$ cat config.mk
export PLATFORM = sky130hd
export DESIGN_NAME = asram_ctrl
export DESIGN_NICKNAME = d
export VERILOG_FILES = /design/src/rtl/asram_pkg.sv /design/src/rtl/asram_seq.sv /design/src/rtl/asram_dpath.sv /design/src/rtl/asram_ctrl.sv
export SDC_FILE = /design/constraint.sdc
export NUM_CORES = 1
export LEC_CHECK = 0
export ABC_AREA = 1
export CORE_MARGIN = 2
export CORE_UTILIZATION = 43
export CTS_CLUSTER_SIZE = 28
export DETAILED_ROUTE_END_ITERATION = 10
export MAX_ROUTING_LAYER = met4
export PLACE_DENSITY = 0.85
export SLEW_MARGIN = 20
export SYNTH_ARGS = -nofsm -noshare
export SYNTH_HDL_FRONTEND = slang
export SYNTH_SLANG_ARGS = --single-unit
$ cat constraint.sdc
create_clock -name clk -period 5.05 [get_ports clk]
set_clock_uncertainty 0.15 [all_clocks]
set_input_delay 0.7575 -clock clk [delete_from_list [all_inputs] [get_ports clk]]
set_output_delay 0.7575 -clock clk [all_outputs]
set_load 0.01 [all_outputs]
$ cat src/rtl/asram_pkg.sv
`timescale 1ns/1ps
package asram_pkg;

  typedef enum logic [2:0] {
    ST_IDLE = 3'd0,
    ST_WSET = 3'd1,
    ST_WPUL = 3'd2,
    ST_WEND = 3'd3,
    ST_RACC = 3'd4,
    ST_RHZ  = 3'd5
  } asram_state_e;

  // timing figure selectors
  localparam int unsigned K_WC  = 0;
  localparam int unsigned K_PWE = 1;
  localparam int unsigned K_SD  = 2;
  localparam int unsigned K_AA  = 3;
  localparam int unsigned K_DOE = 4;
  localparam int unsigned K_HZ  = 5;

  function automatic int unsigned grade_ns(input bit fast, input int unsigned k);
    case (k)
      K_WC:    return fast ? 55 : 70;
      K_PWE:   return fast ? 40 : 45;
      K_SD:    return fast ? 25 : 30;
      K_AA:    return fast ? 55 : 70;
      K_DOE:   return fast ? 25 : 35;
      K_HZ:    return fast ? 20 : 25;
      default: return 0;
    endcase
  endfunction

  function automatic int unsigned cyc_of(input int unsigned ns, input int unsigned per);
    int unsigned c;
    c = (ns + per - 1) / per;
    return (c == 0) ? 1 : c;
  endfunction

  function automatic int unsigned max_of(input int unsigned a, input int unsigned b);
    return (a > b) ? a : b;
  endfunction

  // cycles with write enable low: covers pulse, setup and cycle (minus setup/end cycles)
  function automatic int unsigned wr_pulse_cyc(input bit fast, input int unsigned per);
    int unsigned wc;
    wc = cyc_of(grade_ns(fast, K_WC), per);
    return max_of(max_of(cyc_of(grade_ns(fast, K_PWE), per),
                         cyc_of(grade_ns(fast, K_SD), per)),
                  (wc > 2) ? wc - 2 : 1);
  endfunction

  function automatic int unsigned rd_cyc(input bit fast, input int unsigned per);
    return max_of(cyc_of(grade_ns(fast, K_AA), per), cyc_of(grade_ns(fast, K_DOE), per));
  endfunction

  function automatic int unsigned hz_cyc(input bit fast, input int unsigned per);
    return cyc_of(grade_ns(fast, K_HZ), per);
  endfunction

endpackage

$ cat src/rtl/asram_seq.sv
`timescale 1ns/1ps
module asram_seq
  import asram_pkg::*;
#(
  parameter int unsigned CLK_PERIOD_NS = 10,
  parameter bit          FAST_GRADE    = 1'b1
) (
  input  logic clk,
  input  logic rst_n,
  input  logic req_valid,
  input  logic req_write,
  output logic req_ready,
  output logic accept,
  output logic ce_act_d,
  output logic drive_d,
  output logic capture,
  output logic xfer_end,
  output logic ce_n,
  output logic we_n,
  output logic oe_n
);

  localparam int unsigned N_PW  = wr_pulse_cyc(FAST_GRADE, CLK_PERIOD_NS);
  localparam int unsigned N_RD  = rd_cyc(FAST_GRADE, CLK_PERIOD_NS);
  localparam int unsigned N_HZ  = hz_cyc(FAST_GRADE, CLK_PERIOD_NS);
  localparam int unsigned N_MAX = max_of(N_PW, max_of(N_RD, N_HZ));
  localparam int unsigned CNT_W = $clog2(N_MAX + 1);

  asram_state_e       st_q, st_d;
  logic [CNT_W-1:0]   cnt_q, cnt_d;
  logic               ce_n_q, we_n_q, oe_n_q;

  assign req_ready = (st_q == ST_IDLE);
  assign accept    = req_ready && req_valid;
  assign capture   = (st_q == ST_RACC) && (cnt_q == '0);
  assign xfer_end  = capture || (st_q == ST_WEND);

  // next state
  always_comb begin
    st_d  = st_q;
    cnt_d = cnt_q;
    case (st_q)
      ST_IDLE: begin
        if (req_valid) begin
          st_d  = req_write ? ST_WSET : ST_RACC;
          cnt_d = req_write ? '0 : CNT_W'(N_RD - 1);
        end
      end
      ST_WSET: begin
        st_d  = ST_WPUL;
        cnt_d = CNT_W'(N_PW - 1);
      end
      ST_WPUL: begin
        if (cnt_q == '0) st_d = ST_WEND;
        else             cnt_d = cnt_q - 1'b1;
      end
      ST_WEND: st_d = ST_IDLE;
      ST_RACC: begin
        if (cnt_q == '0) begin
          st_d  = ST_RHZ;
          cnt_d = CNT_W'(N_HZ - 1);
        end else begin
          cnt_d = cnt_q - 1'b1;
        end
      end
      ST_RHZ: begin
        if (cnt_q == '0) st_d = ST_IDLE;
        else             cnt_d = cnt_q - 1'b1;
      end
      default: st_d = ST_IDLE;
    endcase
  end

  assign ce_act_d = (st_d == ST_WSET) || (st_d == ST_WPUL) ||
                    (st_d == ST_WEND) || (st_d == ST_RACC);
  assign drive_d  = (st_d == ST_WPUL) || (st_d == ST_WEND);

  // registers: state and glitch-free pin strobes
  always_ff @(posedge clk or negedge rst_n) begin
    if (!rst_n) begin
      st_q   <= ST_IDLE;
      cnt_q  <= '0;
      ce_n_q <= 1'b1;
      we_n_q <= 1'b1;
      oe_n_q <= 1'b1;
    end else begin
      st_q   <= st_d;
      cnt_q  <= cnt_d;
      ce_n_q <= !ce_act_d;
      we_n_q <= !(st_d == ST_WPUL);
      oe_n_q <= !(st_d == ST_RACC);
    end
  end

  assign ce_n = ce_n_q;
  assign we_n = we_n_q;
  assign oe_n = oe_n_q;

  // a request is taken only once
  p_one_outstanding_r8: assert property (@(posedge clk) disable iff (!rst_n)
    accept |=> !req_ready);

  // never read and write strobes together
  p_we_oe_excl_r5: assert property (@(posedge clk) disable iff (!rst_n)
    !(!we_n_q && !oe_n_q));

  // write strobe only inside a selected cycle
  p_we_in_ce_r2: assert property (@(posedge clk) disable iff (!rst_n)
    !we_n_q |-> !ce_n_q);

endmodule

$ cat src/rtl/asram_dpath.sv
`timescale 1ns/1ps
module asram_dpath #(
  parameter int unsigned ADDR_W = 17,
  parameter int unsigned DATA_W = 16,
  localparam int unsigned LANES = DATA_W / 8
) (
  input  logic              clk,
  input  logic              rst_n,
  input  logic              accept,
  input  logic              ce_act_d,
  input  logic              drive_d,
  input  logic              capture,
  input  logic              xfer_end,
  input  logic [ADDR_W-1:0] req_addr,
  input  logic [DATA_W-1:0] req_wdata,
  input  logic [LANES-1:0]  req_mask,
  input  logic [DATA_W-1:0] mem_dq_i,
  output logic [ADDR_W-1:0] mem_addr,
  output logic [LANES-1:0]  mem_be_n,
  output logic [DATA_W-1:0] mem_dq_o,
  output logic              mem_dq_oe,
  output logic              rsp_done,
  output logic [DATA_W-1:0] rsp_rdata
);

  logic [ADDR_W-1:0] addr_q;
  logic [DATA_W-1:0] wdata_q;
  logic [LANES-1:0]  mask_q, be_n_q, be_n_d;
  logic              oe_q, done_q;

  // request capture, enabled on accept
  always_ff @(posedge clk or negedge rst_n) begin
    if (!rst_n) begin
      addr_q  <= '0;
      wdata_q <= '0;
      mask_q  <= '0;
    end else if (accept) begin
      addr_q  <= req_addr;
      wdata_q <= req_wdata;
      mask_q  <= req_mask;
    end
  end

  always_comb begin
    if (!ce_act_d)   be_n_d = '1;
    else if (accept) be_n_d = ~req_mask;
    else             be_n_d = be_n_q;
  end

  always_ff @(posedge clk or negedge rst_n) begin
    if (!rst_n) begin
      be_n_q <= '1;
      oe_q   <= 1'b0;
      done_q <= 1'b0;
    end else begin
      be_n_q <= be_n_d;
      oe_q   <= drive_d;
      done_q <= xfer_end;
    end
  end

  // per-lane read capture; disabled lanes return zero
  for (genvar l = 0; l < LANES; l++) begin : g_lane
    logic [7:0] lane_q;
    always_ff @(posedge clk or negedge rst_n) begin
      if (!rst_n)       lane_q <= '0;
      else if (capture) lane_q <= mask_q[l] ? mem_dq_i[l*8 +: 8] : 8'h00;
    end
    assign rsp_rdata[l*8 +: 8] = lane_q;

    // a masked-off lane reads as zero
    p_lane_zero_r5: assert property (@(posedge clk) disable iff (!rst_n)
      (capture && !mask_q[l]) |=> (rsp_rdata[l*8 +: 8] == 8'h00));
  end

  assign mem_addr  = addr_q;
  assign mem_be_n  = be_n_q;
  assign mem_dq_o  = wdata_q;
  assign mem_dq_oe = oe_q;
  assign rsp_done  = done_q;

endmodule

$ cat src/rtl/asram_ctrl.sv
`timescale 1ns/1ps
module asram_ctrl
  import asram_pkg::*;
#(
  parameter int unsigned ADDR_W        = 17,
  parameter int unsigned DATA_W        = 16,
  parameter int unsigned CLK_PERIOD_NS = 10,
  parameter bit          FAST_GRADE    = 1'b1,
  localparam int unsigned LANES        = DATA_W / 8
) (
  input  logic              clk,
  input  logic              rst_n,
  input  logic              req_valid,
  output logic              req_ready,
  input  logic              req_write,
  input  logic [ADDR_W-1:0] req_addr,
  input  logic [DATA_W-1:0] req_wdata,
  input  logic [LANES-1:0]  req_mask,
  output logic              rsp_done,
  output logic [DATA_W-1:0] rsp_rdata,
  output logic [ADDR_W-1:0] mem_addr,
  output logic              mem_ce_n,
  output logic              mem_we_n,
  output logic              mem_oe_n,
  output logic [LANES-1:0]  mem_be_n,
  output logic [DATA_W-1:0] mem_dq_o,
  output logic              mem_dq_oe,
  input  logic [DATA_W-1:0] mem_dq_i
);

  localparam int unsigned N_HZ  = hz_cyc(FAST_GRADE, CLK_PERIOD_NS);
  localparam int unsigned N_PWE = cyc_of(grade_ns(FAST_GRADE, K_PWE), CLK_PERIOD_NS);
  localparam int unsigned RUN_W = 8;

  // asynchronous assert, synchronous release
  logic rst_meta_q, rst_sync_n;
  always_ff @(posedge clk or negedge rst_n) begin
    if (!rst_n) begin
      rst_meta_q <= 1'b0;
      rst_sync_n <= 1'b0;
    end else begin
      rst_meta_q <= 1'b1;
      rst_sync_n <= rst_meta_q;
    end
  end

  logic accept, ce_act_d, drive_d, capture, xfer_end;

  asram_seq #(
    .CLK_PERIOD_NS (CLK_PERIOD_NS),
    .FAST_GRADE    (FAST_GRADE)
  ) u_seq (
    .clk       (clk),
    .rst_n     (rst_sync_n),
    .req_valid (req_valid),
    .req_write (req_write),
    .req_ready (req_ready),
    .accept    (accept),
    .ce_act_d  (ce_act_d),
    .drive_d   (drive_d),
    .capture   (capture),
    .xfer_end  (xfer_end),
    .ce_n      (mem_ce_n),
    .we_n      (mem_we_n),
    .oe_n      (mem_oe_n)
  );

  asram_dpath #(
    .ADDR_W (ADDR_W),
    .DATA_W (DATA_W)
  ) u_dpath (
    .clk       (clk),
    .rst_n     (rst_sync_n),
    .accept    (accept),
    .ce_act_d  (ce_act_d),
    .drive_d   (drive_d),
    .capture   (capture),
    .xfer_end  (xfer_end),
    .req_addr  (req_addr),
    .req_wdata (req_wdata),
    .req_mask  (req_mask),
    .mem_dq_i  (mem_dq_i),
    .mem_addr  (mem_addr),
    .mem_be_n  (mem_be_n),
    .mem_dq_o  (mem_dq_o),
    .mem_dq_oe (mem_dq_oe),
    .rsp_done  (rsp_done),
    .rsp_rdata (rsp_rdata)
  );

  // checker counters: cycles since output enable was low, cycles of write pulse
  logic [RUN_W-1:0] gap_q, wlow_q;
  always_ff @(posedge clk or negedge rst_sync_n) begin
    if (!rst_sync_n) begin
      gap_q  <= RUN_W'(N_HZ);
      wlow_q <= '0;
    end else begin
      if (!mem_oe_n)                gap_q <= '0;
      else if (gap_q < RUN_W'(N_HZ)) gap_q <= gap_q + 1'b1;
      if (mem_we_n)                 wlow_q <= '0;
      else if (wlow_q != '1)        wlow_q <= wlow_q + 1'b1;
    end
  end

  p_idle_pins_r1: assert property (@(posedge clk) disable iff (!rst_sync_n)
    req_ready |-> (mem_ce_n && mem_we_n && mem_oe_n && (&mem_be_n) && !mem_dq_oe));

  p_drive_window_r6: assert property (@(posedge clk) disable iff (!rst_sync_n)
    mem_dq_oe |-> (!mem_ce_n && mem_oe_n));

  p_turnaround_r7: assert property (@(posedge clk) disable iff (!rst_sync_n)
    mem_dq_oe |-> (gap_q >= RUN_W'(N_HZ)));

  p_addr_stable_r4: assert property (@(posedge clk) disable iff (!rst_sync_n)
    (!mem_ce_n && $past(!mem_ce_n)) |-> ($stable(mem_addr) && $stable(mem_be_n)));

  p_pulse_width_r3: assert property (@(posedge clk) disable iff (!rst_sync_n)
    $rose(mem_we_n) |-> (wlow_q >= RUN_W'(N_PWE)));

  p_done_pulse_r8: assert property (@(posedge clk) disable iff (!rst_sync_n)
    rsp_done |=> !rsp_done);

endmodule

==> results.json, run 1 <==
{
  "syn_nets": 379,
  "setup_viol": 0,
  "finalCriticalPeriod_ns": 2.654,
  "wire_per_inst_um": 12.56,
  "drc_errors": 0,
  "synthesis.area_mm2": 0.002760,
  "layout-drive-gt1-share_pct": 8.676,
  "final_cells": 515,
  "rows": 29,
  "cp.arrival_ns": 1.75,
  "h-tree-depth": 3,
  "routed_wl_mm": 6.470,
  "insertion_delay_ns": 0.32,
  "syn2layout_area_growth_pct": 49.86,
  "dp.cells": 499,
  "synth_ff_type": "dfrtp_1",
  "synthTopCellsByCount": "161 x nand2_1, 61 x dfrtp_1, 21 x o21ai_0",
  "yosysWarnings": 0,
  "worst_slew_pin_slew_ns": 0.6103,
  "status": "complete, no violations",
  "ys_seq_area_share_pct": 60.06,
  "worst-path-max-fanout": 6,
  "cp_data_required_time_ns": 4.14,
  "final_nets": 490,
  "irDropWorstVdd_v": 0.0002763,
  "num_vias": 2469,
  "grt_max_degree": 39,
  "ys_types": 25,
  "fin_crit_sh_pct": 52.55,
  "rsz0062_at_grt": "false",
  "chipWidth_um": 84.12,
  "dr.pass1.iters": 4,
  "timing.setup.tns_ns": 0,
  "leakage_nw": 2.007,
  "cp-start-kind": "flop",
  "crit_path_top_delay_cell": "clkdlybuf4s50_1",
  "postCtsSetupRepairBufs": 0,
  "path_delay_family": "buffers and inverters",
  "drv_cap": 0,
  "cts.path.max_buffers": 2,
  "ant_nets": 0,
  "dpl_worst_slack_ns": 2.348,
  "core_mm2": 0.006277,
  "ctsResizeCount": 0,
  "track_usage_pct": 19.56,
  "synth_area_leader_cell": "dfrtp_1",
  "syn_inst": 322,
  "async_reset_ff_share_pct": 100.0,
  "fin_ws_ns": 2.396,
  "yosysTopAreaCellShare_pct": 55.30,
  "slew_headroom_pct": 59.32,
  "synth_seq_cells": 66,
  "worst_hold_path_type": "flop to async pin",
  "hold_viol_final": 0,
  "drt_iter0_drc": 134,
  "n_antenna_cell": 0,
  "antenna_found_initial": 0,
  "start_util_pct": 43.97,
  "globalplace.congestion": 0.9300,
  "grt_overflow": 0,
  "power_density_mw_per_mm2": 606.0,
  "yosysMostFrequentCell": "nand2_1",
  "cts_sinks": 66,
  "grt_pass1_vias": 2446,
  "synth_edf_count": 0,
  "synth_area_leaders": "dfrtp_1 55%, nand2_1 22%, dfstp_2 4.8%",
  "fillCellCount": 514,
  "fp.dieH_um": 84.12,
  "slowest_delay_ns": 0.57,
  "cp_num_buf_inv": 2,
  "clk_pin_slew_ns": 0.07,
  "io_buffers": 111,
  "ios": 112,
  "r2r_slack_ns": 2.82,
  "whs_ns": 0.1335,
  "worst-setup-path-type": "flop to primary output",
  "vias_per_cell": 4.794,
  "die-area_mm2": 0.007076,
  "hold_buffers": 0,
  "cts_inserted_buffers": 9,
  "path_cells": "inv_2 -> nand2_1 -> nor2_2 -> clkdlybuf4s50_1",
  "root_buffer": "clkbuf_8",
  "synth.avg_cell_area_um2": 8.572,
  "slew_violations": 0,
  "max_freq_mhz": 376.8,
  "cts_tree": "done",
  "dp_hpwl_mm": 4.725,
  "grt_pass1_wl_mm": 10.81,
  "crit_path_end_kind": "primary output"
}
==> worst paths after layout <==
| path | endpoint | startpoint | cells past startpoint |
|---|---|---|---|
| setup / recovery | req_ready | u_seq.st_q[0] | 4 |
| hold reg to reg | u_seq.st_q[0] | rst_sync_n | 0 |
| min in group clk | rst_sync_n | rst_meta_q | 0 |
| setup reg to reg | u_dpath.mem_be_n[0] | u_seq.cnt_q[0] | 10 |
| hold / removal | u_seq.st_q[0] | rst_sync_n | 0 |
| max in group asynchronous | u_dpath.mem_dq_o[9] | rst_sync_n | 1 |
==> placed cells by master (no fill, tap or decap) <==
cell type	count
xnor2_1	1
a21oi_1	2
o31ai_1	1
dfstp_2	5
nor3_1	2
nor2_2	4
nor2_4	1
nand2_2	2
o21ai_1	1
conb_1	1
ha_1	2
nand3_2	3
dfrtp_1	60
o21ai_0	21
clkinv_2	1
nor2_1	17
inv_2	3
inv_1	14
clkdlybuf4s50_1	111
clkbuf_8	10
nand2_1	161
dfrtp_2	1
clkinvlp_4	1
buf_4	2
o21bai_1	1
nand3_1	5
clkinv_4	2
o21ai_2	1
bufinv_16	2
==> logic make-up (layout without fill, tap and decap cells) <==
kind of cell	count (synthesis)	after routing	share of synthesized area [%]
simple gates	195	195	28.33
buf+inv	30	146	5.032
compound gates	27	27	5.213
xor+xnor	1	1	0.3174
other cells	1	1	0.1359
flops	66	66	60.06
fa+ha+maj	2	2	0.9065
==> cell type report <==
| type | instances | area (µm²) | area share (%) |
|---|---|---|---|
| Sequential cell | 66 | 1659 | 40.11 |
| Timing Repair Buffer | 113 | 1126 | 27.22 |
| Multi-Input combinational cell | 226 | 963.4 | 23.29 |
| Clock buffer | 10 | 137.6 | 3.327 |
| Tap cell | 77 | 96.34 | 2.329 |
| Clock inverter | 6 | 90.09 | 2.178 |
| Inverter | 17 | 63.81 | 1.543 |
==> sequential cells by signal, summed over array words and instances, names as in the netlist <==
register and cells:
u_dpath.mem_be_n 2, u_seq.ce_n 1, rst_meta_q 1, u_seq.st_q 3, u_seq.we_n 1, u_seq.cnt_q 3, rst_sync_n 1, u_dpath.rsp_done 1
u_dpath.mem_addr 17, u_dpath.g_lane.lane_q 16, u_dpath.mask_q 2, u_dpath.mem_dq_o 16, u_dpath.mem_dq_oe 1, u_seq.oe_n 1
==> per-layer routing <==
| layer | part of all wire, % | wire [µm] | vias to the layer above | track usage (%) |
|---|---|---|---|---|
| li1 | - | - | 1210 | - |
| met1 | 43 | 2795 | 1148 | 24.09 |
| met2 | 49 | 3175 | 101 | 31.82 |
| met3 | 6.1 | 393 | 10 | 3.462 |
| met4 | 1.6 | 105 | 0 | 8.358 |
| met5 | 0 | 0 | - | - |
==> metrics by stage <==
stage          power, W  utilization [%]  cell area, µm²
6_report       0.002507            65.90            4136
2_1_floorplan  0.001480                -            2760
3_5_place_dp   0.002029            62.27            3909
5_1_grt        0.002688            65.90            4136
3_3_place_gp   0.001987            62.27            3909
4_1_cts        0.002533            65.90            4136
==> power breakdown <==
group          internal (W)  switching (W)  leakage (nW)  total (W)
clock              0.000292       0.000196         0.112   0.000488
sequential         0.000764       0.000158         0.821   0.000921
combinational      0.000543       0.000553          1.07    0.00110
total               0.00160       0.000908          2.01    0.00251
Note: power is estimated with default switching activity, not from simulation.
==> inputs of run 2 (changes only) <==
--- a/config.mk
+++ b/config.mk
@@ -7,11 +7,11 @@
 export LEC_CHECK = 0
 export ABC_AREA = 1
 export CORE_MARGIN = 2
-export CORE_UTILIZATION = 43
+export CORE_UTILIZATION = 39
 export CTS_CLUSTER_SIZE = 28
 export DETAILED_ROUTE_END_ITERATION = 10
 export MAX_ROUTING_LAYER = met4
-export PLACE_DENSITY = 0.85
+export PLACE_DENSITY = 0.81
 export SLEW_MARGIN = 20
 export SYNTH_ARGS = -nofsm -noshare
 export SYNTH_HDL_FRONTEND = slang
==> constraint.sdc (replaced) <==
create_clock -name clk -period 2.3 [get_ports clk]
set_clock_uncertainty 0.15 [all_clocks]
set_input_delay 0.345 -clock clk [delete_from_list [all_inputs] [get_ports clk]]
set_output_delay 0.345 -clock clk [all_outputs]
set_load 0.01 [all_outputs]
==> results.json, run 2 (synthesis gave the netlist of run 1 again) <==
{
  "final_common_cell": "nand2_1",
  "gr-max-usage-layer": "met2",
  "grtUsageMet2_pct": 28.99,
  "crit_path_end_kind": "primary output",
  "worst_hold_path_type": "flop to async pin",
  "fin_area_mm2": 0.004179,
  "worst-path-max-fanout": 6,
  "drt_iter0_drc": 72,
  "timing.setup.tns_ns": 0,
  "drc_errors": 0,
  "ant_nets": 0,
  "die-area_mm2": 0.007766,
  "io_buffers": 111,
  "final_nets": 495,
  "cts.path.max_buffers": 2,
  "track_usage_pct": 18.12,
  "cp.arrival_ns": 1.70,
  "largest_reg_flops": 17,
  "dp_hpwl_mm": 4.847,
  "status": "complete, no violations",
  "globalplace.congestion": 0.8065,
  "grt_pass1_vias": 2330,
  "ios": 112,
  "chipWidth_um": 88.13,
  "wire_per_inst_um": 12.25,
  "cts_inserted_buffers": 9,
  "leakage_nw": 2.012,
  "placed_cell_area_mm2": 0.003955,
  "root_buffer": "clkbuf_8",
  "rows": 30,
  "slowest_delay_ns": 0.56,
  "worst_slew_pin_slew_ns": 0.5552,
  "cts_sinks": 66,
  "cts_tree": "done",
  "hold_viol_final": 0,
  "layout-drive-gt1-share_pct": 9.255,
  "vias_per_cell": 4.492,
  "setup_viol": 0,
  "h-tree-depth": 3,
  "drv_cap": 0,
  "irDropWorstVdd_v": 0.0006606,
  "slew_headroom_pct": 62.94,
  "whs_ns": 0.1021,
  "crit_path_top_delay_cell": "clkdlybuf4s50_1",
  "grt_max_degree": 36,
  "num_vias": 2421,
  "insertion_delay_ns": 0.33,
  "routed_wl_mm": 6.602,
  "fin_util_pct": 61.17,
  "cp_data_required_time_ns": 1.80,
  "core_mm2": 0.006832,
  "grt_pass1_wl_mm": 10.50,
  "use_met1_pct": 22.37,
  "fp.dieH_um": 88.13,
  "fin_crit_sh_pct": 95.60,
  "grt_overflow": 0,
  "path_cells": "inv_2 -> nand2_1 -> nor2_2 -> clkdlybuf4s50_1",
  "power_density_mw_per_mm2": 1295,
  "slew_violations": 0,
  "cp-start-kind": "flop",
  "start_util_pct": 40.40,
  "dr.pass1.iters": 4,
  "worst-setup-path-type": "flop to primary output",
  "finalCriticalPeriod_ns": 2.199,
  "final_cell_mix": "161 x nand2_1, 111 x clkdlybuf4s50_1, 60 x dfrtp_1",
  "n_antenna_cell": 0,
  "met3_usage_pct": 5.749,
  "rsz0062_at_grt": "false",
  "syn2layout_area_growth_pct": 51.41,
  "antenna_found_initial": 0,
  "clk_pin_slew_ns": 0.07,
  "max_freq_mhz": 454.8
}
run 2: cell types whose count changed in the layout (fill, tap and decap cells not counted), sizes merged:
cell	previous run	this run
dlygate4sd3	0	2
buf	2	5
clkinv	3	2
bufinv	2	1
clkinvlp	1	3
run 2: power by group:
part           switching (W)  internal, W
sequential          0.000338      0.00168
combinational        0.00120      0.00121
clock               0.000460     0.000530
total                0.00200      0.00341
run 2: worst paths after layout:
check / start / endpoint / slack, ns / cells after the start
setup / recovery: u_seq.st_q[0] / req_ready / 0.10 / 4
hold / removal: rst_sync_n / u_seq.we_n / 0.10 / 0
setup reg to reg: u_seq.cnt_q[0] / u_dpath.g_lane[0].lane_q[5] / 0.59 / 8
hold reg to reg: rst_sync_n / u_seq.we_n / 0.10 / 0
max in group asynchronous: rst_sync_n / u_dpath.g_lane[1].lane_q[3] / 1.05 / 1
min in group clk: rst_meta_q / rst_sync_n / 0.21 / 0
run 2: layout make-up:
type                    instances  area [µm²]
inverters                      17       63.81
clock buffers                  10       137.6
clock inverters                 6       66.31
fillers                       607        2653
well taps                      96       120.1
multi-input cells             226       963.4
repair buffers                118        1169
flip-flops and latches         66        1659
run 2: critical path: cells and delay by family, from the launching register on:
family / cells / cell delay (ns)
flops: 1 / 0.47
simple gates: 2 / 0.21
buf+inv: 2 / 0.69
run 2: metrics by stage:
stage,setup WS (ns),cells,power (W)
after floorplan,0.1849,322,0.003249
after global placement,0.3979,521,0.004396
after detailed placement,0.3421,521,0.004465
after CTS,0.07558,538,0.005470
after global routing,0.01330,539,0.005840
final,0.1012,539,0.005413
run 2: repair_timing:
item / 4_1_cts / 5_1_grt
setup buffers: 0 / 0
hold buffers: 1 / 1
endpoints found under the hold margin: 8 / 2
gates resized for setup: 0 / 0
run 2: routing by layer:
layer	wire length [µm]	part of all wire, %
met5	0	0
met4	69	1.0
met3	417	6.3
met2	3106	47
met1	3008	46
